==> src/rtl/ep0_stat_pkg.sv <==
package ep0_stat_pkg;
  localparam int STAT_BITS   = 8;
  localparam int B_IN_NAK    = 6;
  localparam int B_TX_DONE   = 5;
  localparam int B_RX_DATA   = 4;
  localparam int B_CTRL_OK   = 3;
  localparam int B_STAGE     = 2;
  localparam int B_PROTO     = 1;
  localparam logic [STAT_BITS-1:0] LIVE_MASK = 8'b0111_1110;

  typedef struct packed {
    logic in_nak;
    logic tx_done;
    logic rx_data;
    logic ctrl_ok;
    logic stage;
    logic proto;
  } set_evt_t;
endpackage

==> src/rtl/ep0_flag_bank.sv <==
module ep0_flag_bank #(
  parameter int WIDTH = 8
) (
  input  logic             clk,
  input  logic             rst,
  input  logic [WIDTH-1:0] set_vec,
  input  logic [WIDTH-1:0] clr_vec,
  output logic [WIDTH-1:0] nxt_o,
  output logic [WIDTH-1:0] q_o
);
  genvar gi;
  generate
    for (gi = 0; gi < WIDTH; gi++) begin : g_bit
      logic q_r;
      assign nxt_o[gi] = set_vec[gi] | (q_r & ~clr_vec[gi]);
      always_ff @(posedge clk) begin
        if (rst) q_r <= 1'b0;
        else     q_r <= nxt_o[gi];
      end
      assign q_o[gi] = q_r;


      set_wins_chk: assert property (@(posedge clk) disable iff (rst)
        set_vec[gi] |=> q_o[gi]);

      clr_effect_chk: assert property (@(posedge clk) disable iff (rst)
        (clr_vec[gi] && !set_vec[gi]) |=> !q_o[gi]);
    end
  endgenerate
endmodule

==> src/rtl/ep0_clear_logic.sv <==
module ep0_clear_logic
  import ep0_stat_pkg::*;
#(
  parameter int WIDTH = 8,
  parameter int CNT_W = 7
) (
  input  logic             clr_wr,
  input  logic [WIDTH-1:0] clr_data,
  input  logic             setup_seen,
  input  logic             tx_buf_wr,
  input  logic             rx_buf_rd,
  input  logic [CNT_W-1:0] rx_left,
  output logic             rx_drain,
  output logic [WIDTH-1:0] clr_vec
);
  logic [WIDTH-1:0] fw_clr;
  logic [WIDTH-1:0] hw_clr;

  assign rx_drain = rx_buf_rd && (rx_left == '0);
  assign fw_clr   = clr_wr ? ~clr_data : '0;

  always_comb begin
    hw_clr = '0;
    if (setup_seen) begin
      hw_clr[B_CTRL_OK] = 1'b1;
      hw_clr[B_STAGE]   = 1'b1;
    end
    if (tx_buf_wr) hw_clr[B_TX_DONE] = 1'b1;
    if (rx_drain)  hw_clr[B_RX_DATA] = 1'b1;
  end

  assign clr_vec = fw_clr | hw_clr;
endmodule

==> src/rtl/ep0_irq_gen.sv <==
module ep0_irq_gen #(
  parameter int WIDTH = 8
) (
  input  logic             clk,
  input  logic             rst,
  input  logic [WIDTH-1:0] cur,
  input  logic [WIDTH-1:0] nxt,
  output logic             irq_o
);
  logic [WIDTH-1:0] rise;
  logic             irq_r;

  assign rise = nxt & ~cur;

  always_ff @(posedge clk) begin
    if (rst) irq_r <= 1'b0;
    else     irq_r <= |rise;
  end

  assign irq_o = irq_r;
endmodule

==> src/rtl/ep0_int_status.sv <==
module ep0_int_status
  import ep0_stat_pkg::*;
#(
  parameter int STAT_W = STAT_BITS,
  parameter int CNT_W  = 7
) (
  input  logic              clk,
  input  logic              rst,
  input  logic              setup_seen,
  input  logic              in_nak_sent,
  input  logic              tx_acked,
  input  logic              rx_pkt_ok,
  input  logic              rx_pkt_empty,
  input  logic              status_ok,
  input  logic              status_zlp0,
  input  logic              stage_evt,
  input  logic              proto_evt,
  input  logic              tx_buf_wr,
  input  logic              rx_buf_rd,
  input  logic [CNT_W-1:0]  rx_left,
  input  logic              clr_wr,
  input  logic [STAT_W-1:0] clr_data,
  output logic [STAT_W-1:0] status,
  output logic              irq,
  output logic              rx_ready
);
  set_evt_t          evt;
  logic [STAT_W-1:0] set_vec;
  logic [STAT_W-1:0] clr_vec;
  logic [STAT_W-1:0] nxt;
  logic [STAT_W-1:0] cur;
  logic              rx_drain;
  logic              rdy_r;

  always_comb begin
    evt.in_nak  = in_nak_sent;
    evt.tx_done = tx_acked;
    evt.rx_data = rx_pkt_ok && !rx_pkt_empty;
    evt.ctrl_ok = status_ok || status_zlp0;
    evt.stage   = stage_evt;
    evt.proto   = proto_evt;
  end

  always_comb begin
    set_vec            = '0;
    set_vec[B_IN_NAK]  = evt.in_nak;
    set_vec[B_TX_DONE] = evt.tx_done;
    set_vec[B_RX_DATA] = evt.rx_data;
    set_vec[B_CTRL_OK] = evt.ctrl_ok;
    set_vec[B_STAGE]   = evt.stage;
    set_vec[B_PROTO]   = evt.proto;
    set_vec            = set_vec & LIVE_MASK;
  end

  ep0_clear_logic #(.WIDTH(STAT_W), .CNT_W(CNT_W)) u_clr (
    .clr_wr     (clr_wr),
    .clr_data   (clr_data),
    .setup_seen (setup_seen),
    .tx_buf_wr  (tx_buf_wr),
    .rx_buf_rd  (rx_buf_rd),
    .rx_left    (rx_left),
    .rx_drain   (rx_drain),
    .clr_vec    (clr_vec)
  );

  ep0_flag_bank #(.WIDTH(STAT_W)) u_bank (
    .clk     (clk),
    .rst     (rst),
    .set_vec (set_vec),
    .clr_vec (clr_vec),
    .nxt_o   (nxt),
    .q_o     (cur)
  );

  ep0_irq_gen #(.WIDTH(STAT_W)) u_irq (
    .clk   (clk),
    .rst   (rst),
    .cur   (cur),
    .nxt   (nxt),
    .irq_o (irq)
  );

  always_ff @(posedge clk) begin
    if (rst)                rdy_r <= 1'b0;
    else if (evt.rx_data)   rdy_r <= 1'b1;
    else if (rx_drain)      rdy_r <= 1'b0;
  end

  assign status   = cur;
  assign rx_ready = rdy_r;

  logic chk_live;
  always_ff @(posedge clk) begin
    if (rst) chk_live <= 1'b0;
    else     chk_live <= 1'b1;
  end


  reserved_zero_chk: assert property (@(posedge clk) disable iff (rst)
    (status[7] == 1'b0) && (status[0] == 1'b0));

  irq_needs_rise_chk: assert property (@(posedge clk) disable iff (rst || !chk_live)
    irq |-> ((status & ~$past(status)) != '0));

  rise_gives_irq_chk: assert property (@(posedge clk) disable iff (rst || !chk_live)
    ((status & ~$past(status)) != '0) |-> irq);

  setup_clears_chk: assert property (@(posedge clk) disable iff (rst)
    (setup_seen && !status_ok && !status_zlp0 && !stage_evt) |=> (!status[3] && !status[2]));

  rdy_follows_rx_chk: assert property (@(posedge clk) disable iff (rst)
    (rx_pkt_ok && !rx_pkt_empty) |=> (rx_ready && status[4]));

  drain_clears_rdy_chk: assert property (@(posedge clk) disable iff (rst)
    (rx_buf_rd && rx_left == '0 && !(rx_pkt_ok && !rx_pkt_empty)) |=> !rx_ready);
endmodule

==> config.mk <==
export PLATFORM = sky130hd
export DESIGN_NAME = ep0_int_status
export DESIGN_NICKNAME = d
export VERILOG_FILES = /design/src/rtl/ep0_stat_pkg.sv /design/src/rtl/ep0_flag_bank.sv /design/src/rtl/ep0_clear_logic.sv /design/src/rtl/ep0_irq_gen.sv /design/src/rtl/ep0_int_status.sv
export SDC_FILE = /design/constraint.sdc
export NUM_CORES = 1
export LEC_CHECK = 0
export BUFFER_PORTS_ARGS = -buffer_cell sky130_fd_sc_hd__buf_2
export CORE_AREA = 3 3 40 42
export CTS_BUF_LIST = sky130_fd_sc_hd__clkbuf_4 sky130_fd_sc_hd__clkbuf_8 sky130_fd_sc_hd__clkbuf_16
export DETAILED_ROUTE_END_ITERATION = 8
export DIE_AREA = 0 0 43 45
export PLACE_DENSITY = 0.73
export SKIP_CTS_REPAIR_TIMING = 1
export SYNTH_ARGS = -nofsm -noshare
export SYNTH_HDL_FRONTEND = slang
export SYNTH_SLANG_ARGS = --single-unit
export TNS_END_PERCENT = 100
==> constraint.sdc <==
create_clock -name clk -period 2.43 [get_ports clk]
set_input_delay 0.243 -clock clk [delete_from_list [all_inputs] [get_ports clk]]
set_output_delay 0.243 -clock clk [all_outputs]
set_load 0.01 [all_outputs]
After elaboration in Yosys (flattened, before gate mapping)
Index checks and enable logic that the tools add are counted.

word-level totals
  flip-flop bits (word level) = 10
  input bits = 29
  output and inout port bits = 10

cells by class
  bitwise gates (word level) = 26
  reduce and logical (&&, ||, !) cells = 7
  mux-type cells = 6

operators by type and width
  kind                 count
  $not A8 Y8           2
  $and A1 B1 Y1        8
  $and A8 B8 Y8        1
  $mux W8              1
  $not A1 Y1           8
  $or A8 B6 Y8         1
  $reduce_or A8 Y1     1
  $logic_not A7 Y1     1
  $or A1 B1 Y1         6
  $mux W1              4
  $logic_and A1 B1 Y1  2
  $mux W2              1
  $reduce_bool A2 Y1   1
  $logic_not A1 Y1     1
  $logic_or A1 B1 Y1   1

Depth between registers and ports, before layout
Gate-level depths: netlist (run 1).

  depth after elaboration = 9
  mapped depth = 3

Cells and area by module
From an unflattened synthesis (run 1), not the netlist that was laid out.

unflattened totals
  cell total of the unflattened synthesis = 80
  area total of the unflattened synthesis = 709.4 µm²

modules (own cells, without submodules)
  module           times used  cells an instance  area each (µm²)  seq. area each (µm²)
  ep0_flag_bank    1           49                 471.7            160.2
  ep0_irq_gen      1           13                 93.8             20.0
  ep0_clear_logic  1           12                 83.8             0.0
  ep0_int_status   1           6                  60.1             20.0

Worst setup path after synthesis (run 1)
OpenSTA, ideal clock, no wires.

  path type = input to register
  start point = input rx_left[1]
  end point = register rdy_r (netlist: rx_ready)
  data required time = 2.309 ns
  buffers on the path = 0
  setup slack = 1.557 ns
  stages = 3
  data arrival time = 0.752 ns
  setup time = 0.121 ns
  cell sequence = nor4_1 > and4b_1 > o21ai_0

between the ends
  word-level cells in the longest chain between the ends = 3

ends and longest elaborated chain
  element                              line                   text
  from (decl)                          ep0_int_status.sv:20   input logic [CNT_W-1:0] rx_left,
  $logic_not A7 Y1                     ep0_clear_logic.sv:19  assign rx_drain = rx_buf_rd && (rx_left == '0);
  $logic_and A1 B1 Y1                  ep0_clear_logic.sv:19
  $reduce_bool A2 Y1 (no source line)  --
  to (signal assigned)                 ep0_int_status.sv:84   if (rst) rdy_r <= 1'b0;
  to (signal assigned)                 ep0_int_status.sv:85   else if (evt.rx_data) rdy_r <= 1'b1;
  to (signal assigned)                 ep0_int_status.sv:86   else if (rx_drain) rdy_r <= 1'b0;
  to (decl)                            ep0_int_status.sv:33   logic rdy_r;

Every way passes these cells.
A chain may end at the register's enable or synchronous reset.

Final worst setup path (run 1)
  start point = register u_bank.g_bit[1].q_r
  end point = output status[1]

RTL lines
  element                 line                  text
  from (decl)             ep0_flag_bank.sv:14   logic q_r;
  from (signal assigned)  ep0_flag_bank.sv:18   else q_r <= nxt_o[gi];
  to (decl)               ep0_int_status.sv:23  output logic [STAT_W-1:0] status,

No word-level cell between the ends.

==> metrics, run 1 <==
Routed Antenna Nets=0; Die Area=1935 sq um; Hold Path Class=input pin to flip-flop; Worst Path Buf+Inv=1; worst relative slew slack=0.8352; final slew viol count=0; CTS tree=done; CP Cell Sequence=buf_2; PwrDens=~550 nW/um^2; first-pass GRT wire length=~1.8 mm; Via density=between 4 and 5; layout cell share with drive strength beyond 1=0.4824; I/O Buffers=38; WS Path Type=flip-flop to primary output; clk_lat worst skew=0.26 ns; largest net degree at the start of global routing=9; slowest cell on the critical path=dfxtp_1; RSZ-0062 raised after global routing=no; WP data arrival=0.76 ns; fin crit period=1.005 ns; Max clock buf depth=2; crit share post-route=0.4134; yosys synthesis warning count=0; syn_area_per_cell=a little under 9 sq um; Critical Path Start Type=flip-flop; via count=473; Finished Layout Cells=100; Final #Nets=116; FF-to-FF path depth=2; core area=1285 sq um; CTS Sinks=10; Req. time, crit path=2.19 ns; origin of the worst min-delay path=clr_data[0]; # placed instances=97; Post-Syn Area=452.9 sq um; vias in the first global route=441; Synth Instances=52; largest delay contributor family on the critical path=flip-flops; Detailed Place HPWL=893.2 um; Critical Path Fanout Max=3; Die Span Y=roughly 45 um; crit end category=primary output; Row Count=13; Area Overhead vs Synth=37.85%; boundary pin count=39; Reg-to-Reg Start=u_bank.g_bit[1].q_r$_SDFF_PP0_; Final setup viols=0; Max VDD drop=0.1869 mV; hold endpoint=u_bank.g_bit[0].q_r$_SDFF_PP0_; Routed WL=1.104 mm; post-synthesis sequential area ratio=0.4420; GR Overflow Total=0; worst flop-to-flop path endpoint=u_irq.irq_o$_SDFF_PP0_; status=completed; H-Tree Depth=1; crit-path max cell delay=0.36 ns; Post-Route Skew=0.003825 ns; Die Wd=~43 um; flip-flop and latch count after synthesis=10; WL per Instance=11.04 um; starting density of the core=0.3525; fin util=0.4859; r2r setup slk=between 1.5 and 2 ns; Fmax=0.9955 GHz; clk root buf=clkbuf_4; hold path depth=2; ANT cells=0; Pleak=0.3618 nW; RD Place Congestion=0.7357; Setup TNS Final=0 ns; Fin. Hold Viols=0; count of different cell masters after synthesis=15; max cap viols=0; DR iter-0 viols=3; Pre-antenna DRT Iters=4; DRC=0; clock-pin slew on the worst setup and hold paths=about 0.060 ns; CTS Buf Count=3; GRT Total Usage=0.1272; initial antenna violation count=0; Syn Nets=81; Worst-Margin Slew=0.2470 ns
-- cell type report --
type	instances	area, sq um
fillers	147	660.6
flip-flops and latches	10	200.2
repair buffers	38	190.2
multi-input cells	25	158.9
inverters	9	33.78
clock buffers	3	22.52
well taps	15	18.77
-- cells in the mapped netlist --
cell type  count  area share
and4b_1        1       0.022
o31a_1         1       0.019
nand2_1        1      0.0083
o211ai_1       4       0.066
o32ai_1        1       0.019
dfxtp_1       10        0.44
or3_1          1       0.014
inv_1          9       0.075
o211a_1        2       0.044
o21ai_0        4       0.044
nor4_1         1       0.014
buf_4          8        0.13
o22ai_1        2       0.028
nor2_1         2       0.017
a21oi_1        5       0.055
-- metrics by stage --
stage / power (mW) / hold slack, ns / cell area, sq um / setup WS (ns)
finish: 0.3455 / 0.2036 / 624.3 / 1.425
global route: 0.3658 / 0.2117 / 624.3 / 1.372
global placement: 0.2388 / 0.4310 / 601.8 / 1.429
floorplan: 0.2130 / 0.3121 / 452.9 / 1.557
detailed placement: 0.2400 / 0.4382 / 601.8 / 1.385
CTS: 0.3529 / 0.1937 / 624.3 / 1.405
-- layer usage --
layer | vias up | wire length, um | track usage
li1 | 244 | - | -
met1 | 200 | 421 | 0.1443
met2 | 29 | 537 | 0.2096
met3 | 0 | 145 | 0.04382
met4 | 0 | 0 | 0.07229
met5 | - | 0 | 0
-- worst max-delay path by stage --
| stage | startpoint | end | depth (start not counted) |
|---|---|---|---|
| after global placement | rx_left[1] | rx_ready$_SDFFE_PP0P_ | 4 |
| after floorplan | rx_left[1] | rx_ready$_SDFFE_PP0P_ | 3 |
| after global routing | u_bank.g_bit[1].q_r$_SDFF_PP0_ | status[1] | 1 |
| after detailed placement | rx_left[1] | u_bank.g_bit[4].q_r$_SDFF_PP0_ | 4 |
| final | u_bank.g_bit[1].q_r$_SDFF_PP0_ | status[1] | 1 |
| after CTS | u_bank.g_bit[1].q_r$_SDFF_PP0_ | status[1] | 1 |
-- registers in the layout, summed over array words and instances, names as in the netlist --
| name | cells |
|---|---|
| u_bank.g_bit.q_r | 8 |
| rx_ready | 1 |
| u_irq.irq_o | 1 |
-- power by group --
| group | switching (mW) | internal, mW |
|---|---|---|
| clock | 0.0525 | 0.0570 |
| combinational | 0.0264 | 0.0304 |
| sequential | 0.00583 | 0.173 |
-- cell families after synthesis --
group	after synthesis	share of synthesized area
AO/OA/AOI/OAI	19	0.2762
buffers and inverters	17	0.2072
flip-flops	10	0.4420
AND/OR/NAND/NOR	6	0.07460
-- cells in the final DEF (no fill, tap or decap), types with 2 or more instances in the layout --
cell type / instances
nor2_1: 2
inv_1: 9
dfxtp_1: 10
o21ai_0: 4
o211a_1: 2
a21oi_1: 5
buf_2: 38
o211ai_1: 4
o22ai_1: 2
clkbuf_4: 3
Power figures use the tool's default switching activity.
==> inputs of run 2 (changes only) <==
==> constraint.sdc (replaced) <==
create_clock -name clk -period 1.05 [get_ports clk]
set_input_delay 0.105 -clock clk [delete_from_list [all_inputs] [get_ports clk]]
set_output_delay 0.105 -clock clk [all_outputs]
set_load 0.01 [all_outputs]
==> run 2 against run 1 <==
  * Global-route usage shrank 1.1 points
  * Wire length is 4.1% lower
  * Register-to-register slack worse by 1.4 ns
  * Final cell count did not move
  * Clock power rose by 130%
  * Combinational power rose by 130%
  * Worst setup slack lost 1.2 ns
  * Total power is 130% higher
  * Critical path depth unchanged
  * Critical path type unchanged
==> metrics, run 2 (same netlist as run 1, synthesis figures left out) <==
Worst Path Buf+Inv=1 (unchanged); # placed instances=97 (unchanged); slowest cell on the critical path=dfxtp_1; WL per Instance=10.59 um (-4.1%); crit share post-route=0.8112; GRT Total Usage=0.1161 (-0.01107); Post-Route Skew=0.002096 ns (-0.001729 ns); Setup TNS Final=0 ns (unchanged); Critical Path Fanout Max=3 (unchanged); WS Path Type=flip-flop to primary output; Pleak=0.3618 nW (unchanged); fin crit period=0.8518 ns; combinational power share=0.165 (about the same); via count=475 (+0.42%); placed instance area=601.8 sq um (unchanged); fillers=131 (-11%); CTS Sinks=10 (unchanged); status=completed; clock-pin slew on the worst setup and hold paths=0.06 ns (about the same); sw frac=0.2389 (-0.006173); Largest Register=u_bank.g_bit.q_r; Pre-antenna DRT Iters=4 (unchanged); WP data arrival=0.75 ns (about the same); initial antenna violation count=0 (unchanged); Finished Layout Cells=100 (unchanged); Detailed Place HPWL=910.7 um (+2.0%); Max clock buf depth=2 (unchanged); max cap viols=0 (unchanged); largest net degree at the start of global routing=9 (unchanged); Area Overhead vs Synth=37.85% (unchanged); final slew viol count=0 (unchanged); Critical Path Start Type=flip-flop; clk root buf=clkbuf_4; RSZ-0062 raised after global routing=no; Place WS=0.1711 ns (-1.214 ns); hold_ws=0.07057 ns (-0.1330 ns); Die Span Y=45 um (unchanged); Worst-Margin Slew=0.2497 ns (+0.002745 ns); Row Count=13 (unchanged); Req. time, crit path=0.94 ns (-1.25 ns); GR Overflow Total=0 (unchanged); worst setup margin=0.1982 ns (-1.227 ns); first-pass GRT wire length=1.690 mm (-6.1%); sequential power share=0.522 (+0.003); Die Wd=43 um (unchanged); Clock power frac=0.313 (-0.004); Internal=0.6034 mW (+130%); most frequent cells in the layout=buf_2 (38), dfxtp_1 (10), inv_1 (9); DRC=0 (unchanged); Routed WL=1.059 mm (-4.1%); Hold Path Class=input pin to flip-flop; Die Area=1935 sq um (unchanged); I/O Buffers=38 (unchanged); CTS tree=done; core area=1285 sq um (unchanged); Final setup viols=0 (unchanged); Max VDD drop=0.5910 mV (+220%); CP Cell Sequence=buf_2; Routed Antenna Nets=0 (unchanged); Fin. Hold Viols=0 (unchanged); ANT cells=0 (unchanged); NetSw=0.1894 mW (+120%); crit-path max cell delay=0.35 ns (about the same); Fmax=around 1.2 GHz; layout cell share with drive strength beyond 1=0.4824 (unchanged); starting density of the core=0.3525 (unchanged); fin util=0.4859 (unchanged); Largest register FFs=8 (unchanged); worst relative slew slack=0.8333 (-0.001832); clk_lat worst skew=0.25 ns (about the same); DR iter-0 viols=3 (unchanged); boundary pin count=39 (unchanged); CTS Buf Count=3 (unchanged); vias in the first global route=404 (-8.4%); PwrDens=1270 nW/um^2 (+130%); RD Place Congestion=0.7356 (about the same); largest delay contributor family on the critical path=flip-flops; Final #Nets=116 (unchanged); crit end category=primary output; H-Tree Depth=1 (unchanged); Via density=4.750 (+0.42%); Final Power=0.7928 mW (+130%); commonest non-fill, non-tap cell in the layout=buf_2; final instance area=624.3 sq um (unchanged)
run 2: cell counts in the layout (fill, tap and decap cells not counted):
No cell type changed its count.
run 2: path summary, 6_finish.rpt:
kind	from	to	slack, ns	cells after the start
min	clr_data[7]	u_bank.g_bit[7].q_r$_SDFF_PP0_	0.07	2
min reg2reg	u_bank.g_bit[0].q_r$_SDFF_PP0_	u_bank.g_bit[0].q_r$_SDFF_PP0_	0.45	1
max	u_bank.g_bit[4].q_r$_SDFF_PP0_	status[4]	0.20	1
max reg2reg	u_bank.g_bit[2].q_r$_SDFF_PP0_	u_irq.irq_o$_SDFF_PP0_	0.22	2
run 2: cell type report:
| cell class | count | area [sq um] | share of cell area |
|---|---|---|---|
| clock buffers | 3 | 22.52 | 0.03607 |
| flip-flops and latches | 10 | 200.2 | 0.3206 |
| multi-input cells | 25 | 158.9 | 0.2545 |
| well taps | 15 | 18.77 | 0.03006 |
| inverters | 9 | 33.78 | 0.05411 |
| repair buffers | 38 | 190.2 | 0.3046 |
run 2: power groups by stage:
| stage | logic (mW) | clock network [mW] | registers, mW |
|---|---|---|---|
| finish | 0.131 | 0.248 | 0.414 |
| global route | 0.147 | 0.272 | 0.416 |
| CTS | 0.133 | 0.254 | 0.414 |
| detailed placement | 0.133 | 0 | 0.422 |
| global placement | 0.131 | 0 | 0.422 |
| floorplan | 0.0695 | 0 | 0.424 |
run 2: layer usage:
metal  track usage  routed length (um)  vias to the layer above
li1              -                   -                      244
met1        0.1436                 442                      200
met2        0.1766                 464                       31
met3       0.04781                 153                        0
met4       0.05422                   0                        0
met5             0                   0                        -
